==> config.mk <==
export PLATFORM = sky130hd
export DESIGN_NAME = par_trace_qualifier
export DESIGN_NICKNAME = d
export VERILOG_FILES = /design/src/rtl/ptq_pkg.sv /design/src/rtl/ptq_slot_classify.sv /design/src/rtl/ptq_region_select.sv /design/src/rtl/ptq_qual_reg.sv /design/src/rtl/par_trace_qualifier.sv
export SDC_FILE = /design/constraint.sdc
export NUM_CORES = 1
export LEC_CHECK = 0
export BUFFER_PORTS_ARGS = -buffer_cell sky130_fd_sc_hd__buf_2
export CAP_MARGIN = 5
export CORE_AREA = 5 5 42 44
export DETAILED_ROUTE_END_ITERATION = 6
export DIE_AREA = 0 0 47 49
export PLACE_DENSITY = 0.47
export RECOVER_POWER = 100
export SKIP_LAST_GASP = 1
export SYNTH_ARGS = -nofsm -noshare
export SYNTH_HDL_FRONTEND = slang
export SYNTH_HIERARCHICAL = 1
export SYNTH_SLANG_ARGS = --single-unit
==> constraint.sdc <==
create_clock -name clk -period 1.5 [get_ports clk]
set_input_delay 0.075 -clock clk [delete_from_list [all_inputs] [get_ports clk]]
set_output_delay 0.075 -clock clk [all_outputs]
set_load 0.02 [all_outputs]
==> src/rtl/ptq_pkg.sv <==
// Package: shared types for the parallel-item trace enable qualifier.
// Assumes: slot index 0 is first in trace order.
package ptq_pkg;

    // Region interpretation selected by the mode input.
    typedef enum logic {
        MODE_INCLUDE = 1'b0,
        MODE_EXCLUDE = 1'b1
    } region_mode_e;

    // One cycle's qualification result.
    typedef struct packed {
        logic insn_en;
        logic data_en;
    } trace_qual_t;

endpackage

==> src/rtl/ptq_slot_classify.sv <==
// Module: splits each slot into per-kind hit and miss flags and an
// instruction-event flag. Assumes invalid slots must contribute nothing.
module ptq_slot_classify #(
    parameter int SLOTS = 4
) (
    input  logic [SLOTS-1:0] valid,
    input  logic [SLOTS-1:0] is_data,
    input  logic [SLOTS-1:0] region_hit,
    input  logic [SLOTS-1:0] event_bit,
    output logic [SLOTS-1:0] insn_hit,
    output logic [SLOTS-1:0] insn_miss,
    output logic [SLOTS-1:0] data_hit,
    output logic [SLOTS-1:0] data_miss,
    output logic [SLOTS-1:0] insn_event
);

    for (genvar s = 0; s < SLOTS; s++) begin : g_slot
        logic live_insn;
        logic live_data;

        // Per-slot kind decode, gated by validity.
        always_comb begin
            live_insn     = valid[s] & ~is_data[s];
            live_data     = valid[s] &  is_data[s];
            insn_hit[s]   = live_insn &  region_hit[s];
            insn_miss[s]  = live_insn & ~region_hit[s];
            data_hit[s]   = live_data &  region_hit[s];
            data_miss[s]  = live_data & ~region_hit[s];
            insn_event[s] = live_insn &  event_bit[s];
        end
    end

endmodule

==> src/rtl/ptq_region_select.sv <==
// Module: reduces per-slot hit/miss flags of one item kind to a cycle-wide
// region decision. Include mode takes any hit, exclude mode any miss.
module ptq_region_select #(
    parameter int SLOTS = 4
) (
    input  ptq_pkg::region_mode_e mode,
    input  logic [SLOTS-1:0]      hit,
    input  logic [SLOTS-1:0]      miss,
    output logic                  pass
);

    import ptq_pkg::*;

    // Widen per-item matches to the whole cycle.
    always_comb begin
        if (mode == MODE_EXCLUDE) pass = |miss;
        else                      pass = |hit;
    end

endmodule

==> src/rtl/ptq_qual_reg.sv <==
// Module: output register of the qualifier with synchronous active-low reset.
module ptq_qual_reg (
    input  logic                 clk,
    input  logic                 rst_n,
    input  ptq_pkg::trace_qual_t d,
    output ptq_pkg::trace_qual_t q
);

    // Capture the cycle decision; clear on reset.
    always_ff @(posedge clk) begin
        if (!rst_n) q <= '0;
        else        q <= d;
    end

endmodule

==> src/rtl/par_trace_qualifier.sv <==
// Module: top of the parallel-item trace enable qualifier. Takes a group of
// items retired in one cycle and gives registered cycle-wide instruction and
// data trace enables, so that no item traced in a one-at-a-time run is lost.
// Assumes: slots are presented in trace order, an instruction slot comes
// before its data slots, and comparator results are already per slot.
module par_trace_qualifier #(
    parameter int SLOTS            = 4,
    parameter bit SINGLE_XFER_INSN = 1'b1
) (
    input  logic             clk,
    input  logic             rst_n,
    input  logic [SLOTS-1:0] slot_valid,
    input  logic [SLOTS-1:0] slot_is_data,
    input  logic [SLOTS-1:0] slot_region_hit,
    input  logic [SLOTS-1:0] slot_event,
    input  logic             region_exclude,
    output logic             insn_trace_en,
    output logic             data_trace_en
);

    import ptq_pkg::*;

    logic [SLOTS-1:0] insn_hit, insn_miss, data_hit, data_miss, insn_event;
    logic             insn_pass, data_pass, cycle_event;
    region_mode_e     mode;
    trace_qual_t      qual_d, qual_q;

    // Mode bit to typed region mode.
    always_comb mode = region_mode_e'(region_exclude);

    ptq_slot_classify #(.SLOTS(SLOTS)) u_classify (
        .valid      (slot_valid),
        .is_data    (slot_is_data),
        .region_hit (slot_region_hit),
        .event_bit  (slot_event),
        .insn_hit   (insn_hit),
        .insn_miss  (insn_miss),
        .data_hit   (data_hit),
        .data_miss  (data_miss),
        .insn_event (insn_event)
    );

    ptq_region_select #(.SLOTS(SLOTS)) u_insn_sel (
        .mode (mode),
        .hit  (insn_hit),
        .miss (insn_miss),
        .pass (insn_pass)
    );

    ptq_region_select #(.SLOTS(SLOTS)) u_data_sel (
        .mode (mode),
        .hit  (data_hit),
        .miss (data_miss),
        .pass (data_pass)
    );

    // Event counts for the whole cycle if any instruction raised it.
    always_comb cycle_event = |insn_event;

    // Combine region and event decisions into the next cycle result.
    always_comb begin
        qual_d.insn_en = insn_pass;
        qual_d.data_en = data_pass & cycle_event;
    end

    ptq_qual_reg u_reg (
        .clk   (clk),
        .rst_n (rst_n),
        .d     (qual_d),
        .q     (qual_q)
    );

    // Drive ports from the register.
    always_comb begin
        insn_trace_en = qual_q.insn_en;
        data_trace_en = qual_q.data_en;
    end

endmodule

==> results by group, run 1 <==
Outcome
  – Status: finished clean

Timing
  – Sum Neg Setup Slack: 0 ns
  – Max-slew headroom: 0.827
  – Max Freq: 812 MHz
  – RSZ-0062 raised after global routing: no
  – Setup violators final: 0
  – Slew @ Worst Pin: approximately 0.26 ns
  – Slew Limit Fails: 0
  – Min Clock Period, post-route: 1.23 ns
  – Final worst-path cycle share: 0.821
  – Final hold vios: 0
  – Post-route setup slack: 0.268 ns

Placed design
  – Final RePlAce weighted congestion: between 0.6 and 0.7
  – Pre-CTS setup slack: about 0.029 ns
  – IO buf count: 20
  – Post-DP HPWL: between 600 and 700 um

Clocking
  – Clock sinks: 2
  – Post-CTS Setup Inserts: 0
  – Htree depth: 1
  – Num CTS Buffers: 3
  – Max Root-Sink Buffers: 2
  – CTS resizes: 0
  – Clk root buf: clkbuf_4
  – CTS Hold Buffers Added: 0
  – Clock slew at reported path FFs: about 0.03 ns
  – CTS tree: done

Global routing
  – Initial antenna violation count: 0
  – Largest net degree at the start of global routing: 6
  – Vias in the first global route: about 340
  – Total grt overflow: 0
  – First-pass GRT wire length: roughly 1300 um
  – Tot GR Track Use: 0.0808

Detailed routing
  – Drt total wl: about 810 um
  – DR top layer: met3
  – DRT iter0 DRCs: 3
  – # DRC: 0
  – DRT met1 WL: 358 um
  – WL met2: 338 um
  – Drt pass-1 iters: 4
  – Vias: approximately 320
  – Met3 wire len: approximately 110 um
  – Antenna viol nets, final: 0
  – WL/cell: 11.6 um
  – Via density: about 4.6

Power and ir drop
  – Leak Pwr: 0.245 nW
  – Seq pwr share: 0.221
  – P_sw: 0.0704 mW
  – Clk network pwr share: 0.463
  – Power Dens Cells: roughly 600 nW/um^2
  – Comb power frac: 0.316
  – Switching part of the total: 0.267
  – Total Power: roughly 0.26 mW
  – Int Pwr: 0.194 mW
  – Worst VDD drop: 0.120 mV

Finish
  – Synth-to-Final Area Change: 46.1%
  – Top Registers: u_reg/q x2
  – Fraction of layout cells with a size suffix above 1: 0.519
  – Max reg flops: 2
  – Biggest register: u_reg/q
  – # nets final: 75
  – Register Area: ~40 um^2
  – Filler cells: 158
  – # diodes: 0
  – Area of the multi-input gates: around 260 um^2

Flow run
  – Max-Cap Viols: 0

Die
  – Boundary Pins: 21
  – Die area: about 2300 um^2
  – Die height: 49 um
  – Initial core utilization: 0.215
  – Core Region: around 1400 um^2
  – Row Count: 14
  – Die X: 47 um

Worst hold path
  – Hold Path Class: input port to register
  – Hold depth: 2
  – Hold path endpoint: u_reg/q[1]
  – Hold_sp: rst_n

Critical path
  – WS Path Type: input port to register
  – Setup crit start kind: input port
  – Crit path DAT: approximately 1.4 ns
  – Maximum fanout along the worst path: 5
  – Setup crit end kind: register
  – Required time of the critical path: approximately 1.6 ns

Yosys
  – Syn nets: 50
  – Register area share after synthesis: 0.133
  – Synth Instances: 31
  – Yosys reg bits: 2
  – Synth cell types: 9
  – Syn avg cell area: 9.73 um^2
  – Syn Std Cell Area: between 300 and 400 um^2
  – Ys Warns: 6
==> stage by stage <==
stage	area [um^2]	hold WS, ns	cells	util
after floorplan	302	0.197	31	-
after global placement	422	0.304	67	0.301
after detailed placement	422	0.301	67	0.301
after CTS	444	0.0556	70	0.317
after global routing	440	0.0685	70	0.314
final	440	0.0696	70	0.314
==> metal layers <==
layer,vias up,track usage
met4,0,0.0691
li1,177,-
met1,129,0.0983
met2,18,0.106
met3,0,0.0295
met5,-,0
==> layout by cell type (no fill, tap or decap) <==
master / Yosys / routed
nor3b_2: 4 / 4
o22a_1: 2 / 2
dfxtp_1: 2 / 2
and2_1: 2 / 1
or4_1: 2 / 2
buf_2: 0 / 17
and3_2: 4 / 4
clkbuf_1: 0 / 3
clkbuf_4: 0 / 3
and2_0: 0 / 1
and3b_1: 12 / 12
o41a_1: 1 / 1
or4b_1: 2 / 2
==> critical path: stages <==
cell	delay [ns]
buf_2	0.12
and3b_1	0.17
or4b_1	0.52
o22a_1	0.21
o41a_1	0.10
and2_0	0.15
==> area by class of cell <==
class / instances / area share
Clock buffer: 3 / 0.0511
Multi-Input combinational cell: 29 / 0.594
Sequential cell: 2 / 0.0909
Tap cell: 16 / 0.0455
Timing Repair Buffer: 20 / 0.219
==> cell usage after synthesis <==
master | number | area [um^2]
and3b_1 | 12 | 105
o22a_1 | 2 | 17.5
and2_1 | 2 | 12.5
and3_2 | 4 | 30.0
or4_1 | 2 | 15.0
nor3b_2 | 4 | 50.1
o41a_1 | 1 | 11.3
dfxtp_1 | 2 | 40.0
or4b_1 | 2 | 20.0
==> kinds of logic (layout without fill, tap and decap cells) <==
| family | after synthesis | in the layout | synth area share |
|---|---|---|---|
| AOI/OAI and AO/OA | 3 | 3 | 0.0954 |
| buffers and inverters | 0 | 23 | 0 |
| DFF | 2 | 2 | 0.133 |
| and+or+nand+nor | 26 | 26 | 0.772 |
==> power groups by stage <==
stage	registers, mW	clock network, mW	logic [mW]
6_report	0.0584	0.122	0.0835
5_1_grt	0.0586	0.143	0.0940
4_1_cts	0.0582	0.135	0.0863
3_5_place_dp	0.0589	0	0.0858
3_3_place_gp	0.0591	0	0.0854
2_1_floorplan	0.0645	0	0.0369
==> worst max path at each step <==
stage,startpoint,endpoint,cells past startpoint,slack [ns]
after global placement,slot_is_data[0],u_reg/q[0],6,0.04
after detailed placement,slot_is_data[0],u_reg/q[0],6,0.03
after floorplan,slot_region_hit[0],u_reg/q[0],5,0.21
after global routing,slot_region_hit[0],u_reg/q[0],6,0.22
final,slot_is_data[0],u_reg/q[0],6,0.27
after CTS,slot_is_data[0],u_reg/q[0],6,0.27
No activity file was read; power rests on OpenSTA's default activity.
==> inputs of run 2 (changes only) <==
- clock period: 1.5 -> 1.15 ns (I/O delays scaled with it)
==> run 2 against run 1 <==
The flow now finishes with violations (negative setup slack). Via count grew 15%. Worst setup slack lost 0.29 ns. Count of clock-buffer cells in the layout is the same. Sequential share of layout area shrank 0.99 points. Non-clock buffer count grew 7. Sequential power grew 31%. Worst hold slack lost 0.0094 ns. Combinational power grew 52%.
==> results by group, run 2 (synthesis gave the netlist of run 1 again) <==
Timing
  – Final hold vios: 0 (unchanged)
  – Post-route setup slack: -0.0185 ns (-0.287 ns)
  – RSZ-0062 raised after global routing: yes
  – Setup violators final: 1 (+1)
  – Hold_ws: 0.0602 ns (-0.00943 ns)
  – Sum Neg Setup Slack: -0.0185 ns (-0.0185 ns)
  – Slew @ Worst Pin: 0.257 ns (-0.00439 ns)
  – Max-slew headroom: 0.830 (+0.00291)
  – Final worst-path cycle share: 1.02
  – Max Freq: around 860 MHz
  – Slew Limit Fails: 0 (unchanged)
  – Min Clock Period, post-route: between 1 and 1.5 ns

Clocking
  – Num CTS Buffers: 3 (unchanged)
  – Post-CTS Setup Inserts: 0 (unchanged)
  – CTS resizes: 0 (unchanged)
  – Htree depth: 1 (unchanged)
  – CTS tree: done
  – Clock slew at reported path FFs: 0.03 ns (about the same)
  – Clk root buf: clkbuf_4
  – CTS Hold Buffers Added: 0 (unchanged)
  – Clock sinks: 2 (unchanged)
  – Max Root-Sink Buffers: 2 (unchanged)

Power and ir drop
  – Seq pwr share: 0.212 (-0.009)
  – Clk network pwr share: 0.435 (-0.028)
  – Leak Pwr: 0.283 nW (+15%)
  – Total Power: 0.360 mW (+36%)
  – Switching part of the total: 0.256 (-0.0107)
  – Comb power frac: 0.353 (+0.037)
  – Int Pwr: 0.268 mW (+38%)
  – Power Dens Cells: 728 nW/um^2 (+21%)
  – P_sw: 0.0920 mW (+31%)
  – Worst VDD drop: 0.238 mV (+98%)

Finish
  – Fraction of layout cells with a size suffix above 1: 0.590 (+0.0716)
  – Register Area: 40.0 um^2 (unchanged)
  – Most common cell after layout, fill and taps aside: buf_2
  – Synth-to-Final Area Change: 63.9%
  – # diodes: 0 (unchanged)
  – Top Registers: u_reg/q x2
  – Post-Layout Inst Area: 494 um^2 (+12%)
  – # nets final: 82 (+9.3%)
  – Biggest register: u_reg/q
  – Most frequent cells in the layout: buf_2, and3b_1, buf_4
  – Filler cells: 156 (-1.3%)
  – Area of the multi-input gates: 262 um^2 (unchanged)
  – Layout Cells excl Fill: 77 (+10%)
  – Final Core Density: 0.353 (+0.0384)
  – Max reg flops: 2 (unchanged)

Die
  – Die X: 47 um (unchanged)
  – Die height: 49 um (unchanged)
  – Boundary Pins: 21 (unchanged)
  – Core Region: 1400 um^2 (unchanged)
  – Die area: 2300 um^2 (unchanged)
  – Row Count: 14 (unchanged)
  – Initial core utilization: 0.215 (unchanged)

Detailed routing
  – # DRC: 0 (unchanged)
  – WL/cell: 11.0 um (-4.8%)
  – Drt total wl: 849 um (+4.7%)
  – Antenna viol nets, final: 0 (unchanged)
  – Vias: 371 (+15%)
  – DRT iter0 DRCs: 1 (-2)
  – Via density: 4.82 (+4.1%)
  – Drt pass-1 iters: 2 (-2)

Critical path
  – Required time of the critical path: 1.27 ns (-0.34 ns)
  – Setup crit end kind: register
  – Slowest Stage Delay on Critical Path: 0.52 ns (about the same)
  – Critical Path, Cell by Cell: buf_2 > and3_2 > or4_1 > o22a_1 > o41a_1 > and2_1
  – Maximum fanout along the worst path: 4 (-1)
  – WS Path Type: input port to register
  – Setup crit start kind: input port
  – CP max stage cell: or4_1
  – Crit path DAT: 1.28 ns (-0.07 ns)

Global routing
  – Tot GR Track Use: 0.0864 (+0.00562)
  – Initial antenna violation count: 0 (unchanged)
  – Largest net degree at the start of global routing: 6 (unchanged)
  – Total grt overflow: 0 (unchanged)
  – Vias in the first global route: 393 (+17%)
  – First-pass GRT wire length: 1500 um (+16%)

Outcome
  – Status: complete, but fails checks
  – Failing checks: negative setup slack

Placed design
  – Placed insts: 74 (+10%)
  – Final RePlAce weighted congestion: 0.703 (+8.9%)
  – IO buf count: 20 (unchanged)
  – Pre-CTS setup slack: -0.253 ns (-0.282 ns)
  – DP Area: 474 um^2 (+12%)

Worst hold path
  – Hold Path Class: input port to register

Flow run
  – Max-Cap Viols: 0 (unchanged)
==> run 2: cell types whose count changed in the layout (fill, tap and decap cells not counted), sizes merged <==
cell	previous run	this run
buf	17	25
clkbuf	6	5
==> run 2: routing by layer <==
| layer | track usage | part of all wire | routed length, um | vias to the layer above |
|---|---|---|---|---|
| met5 | 0 | 0 | 0 | - |
| met4 | 0.0276 | 0 | 0 | 0 |
| met3 | 0.0369 | 0.11 | 97 | 0 |
| met2 | 0.131 | 0.45 | 378 | 16 |
| met1 | 0.107 | 0.44 | 372 | 164 |
| li1 | - | - | - | 191 |
==> run 2: path summary, 6_finish.rpt <==
kind               start    endpoint  depth (start not counted)
max   slot_region_hit[0]  u_reg/q[0]                          6
min                rst_n  u_reg/q[0]                          2
==> run 2: power groups by stage <==
stage                     Clock (mW)  Sequential (mW)  Combinational [mW]
after floorplan                    0           0.0841              0.0480
after global placement             0           0.0770               0.130
after detailed placement           0           0.0769               0.130
after CTS                      0.167           0.0760               0.131
after global routing           0.179           0.0765               0.144
final                          0.156           0.0763               0.127
==> run 2: cell type report <==
type | instances | share of cell area
Tap cell | 16 | 0.0405
Clock buffer | 3 | 0.0456
Sequential cell | 2 | 0.0810
Timing Repair Buffer | 27 | 0.304
Multi-Input combinational cell | 29 | 0.529
==> run 2: worst max-delay path: cells and delay by family <==
family                 cells  cell delay [ns]
AND/OR/NAND/NOR            3             0.84
AO/OA/AOI/OAI              2             0.27
buffers and inverters      1             0.11
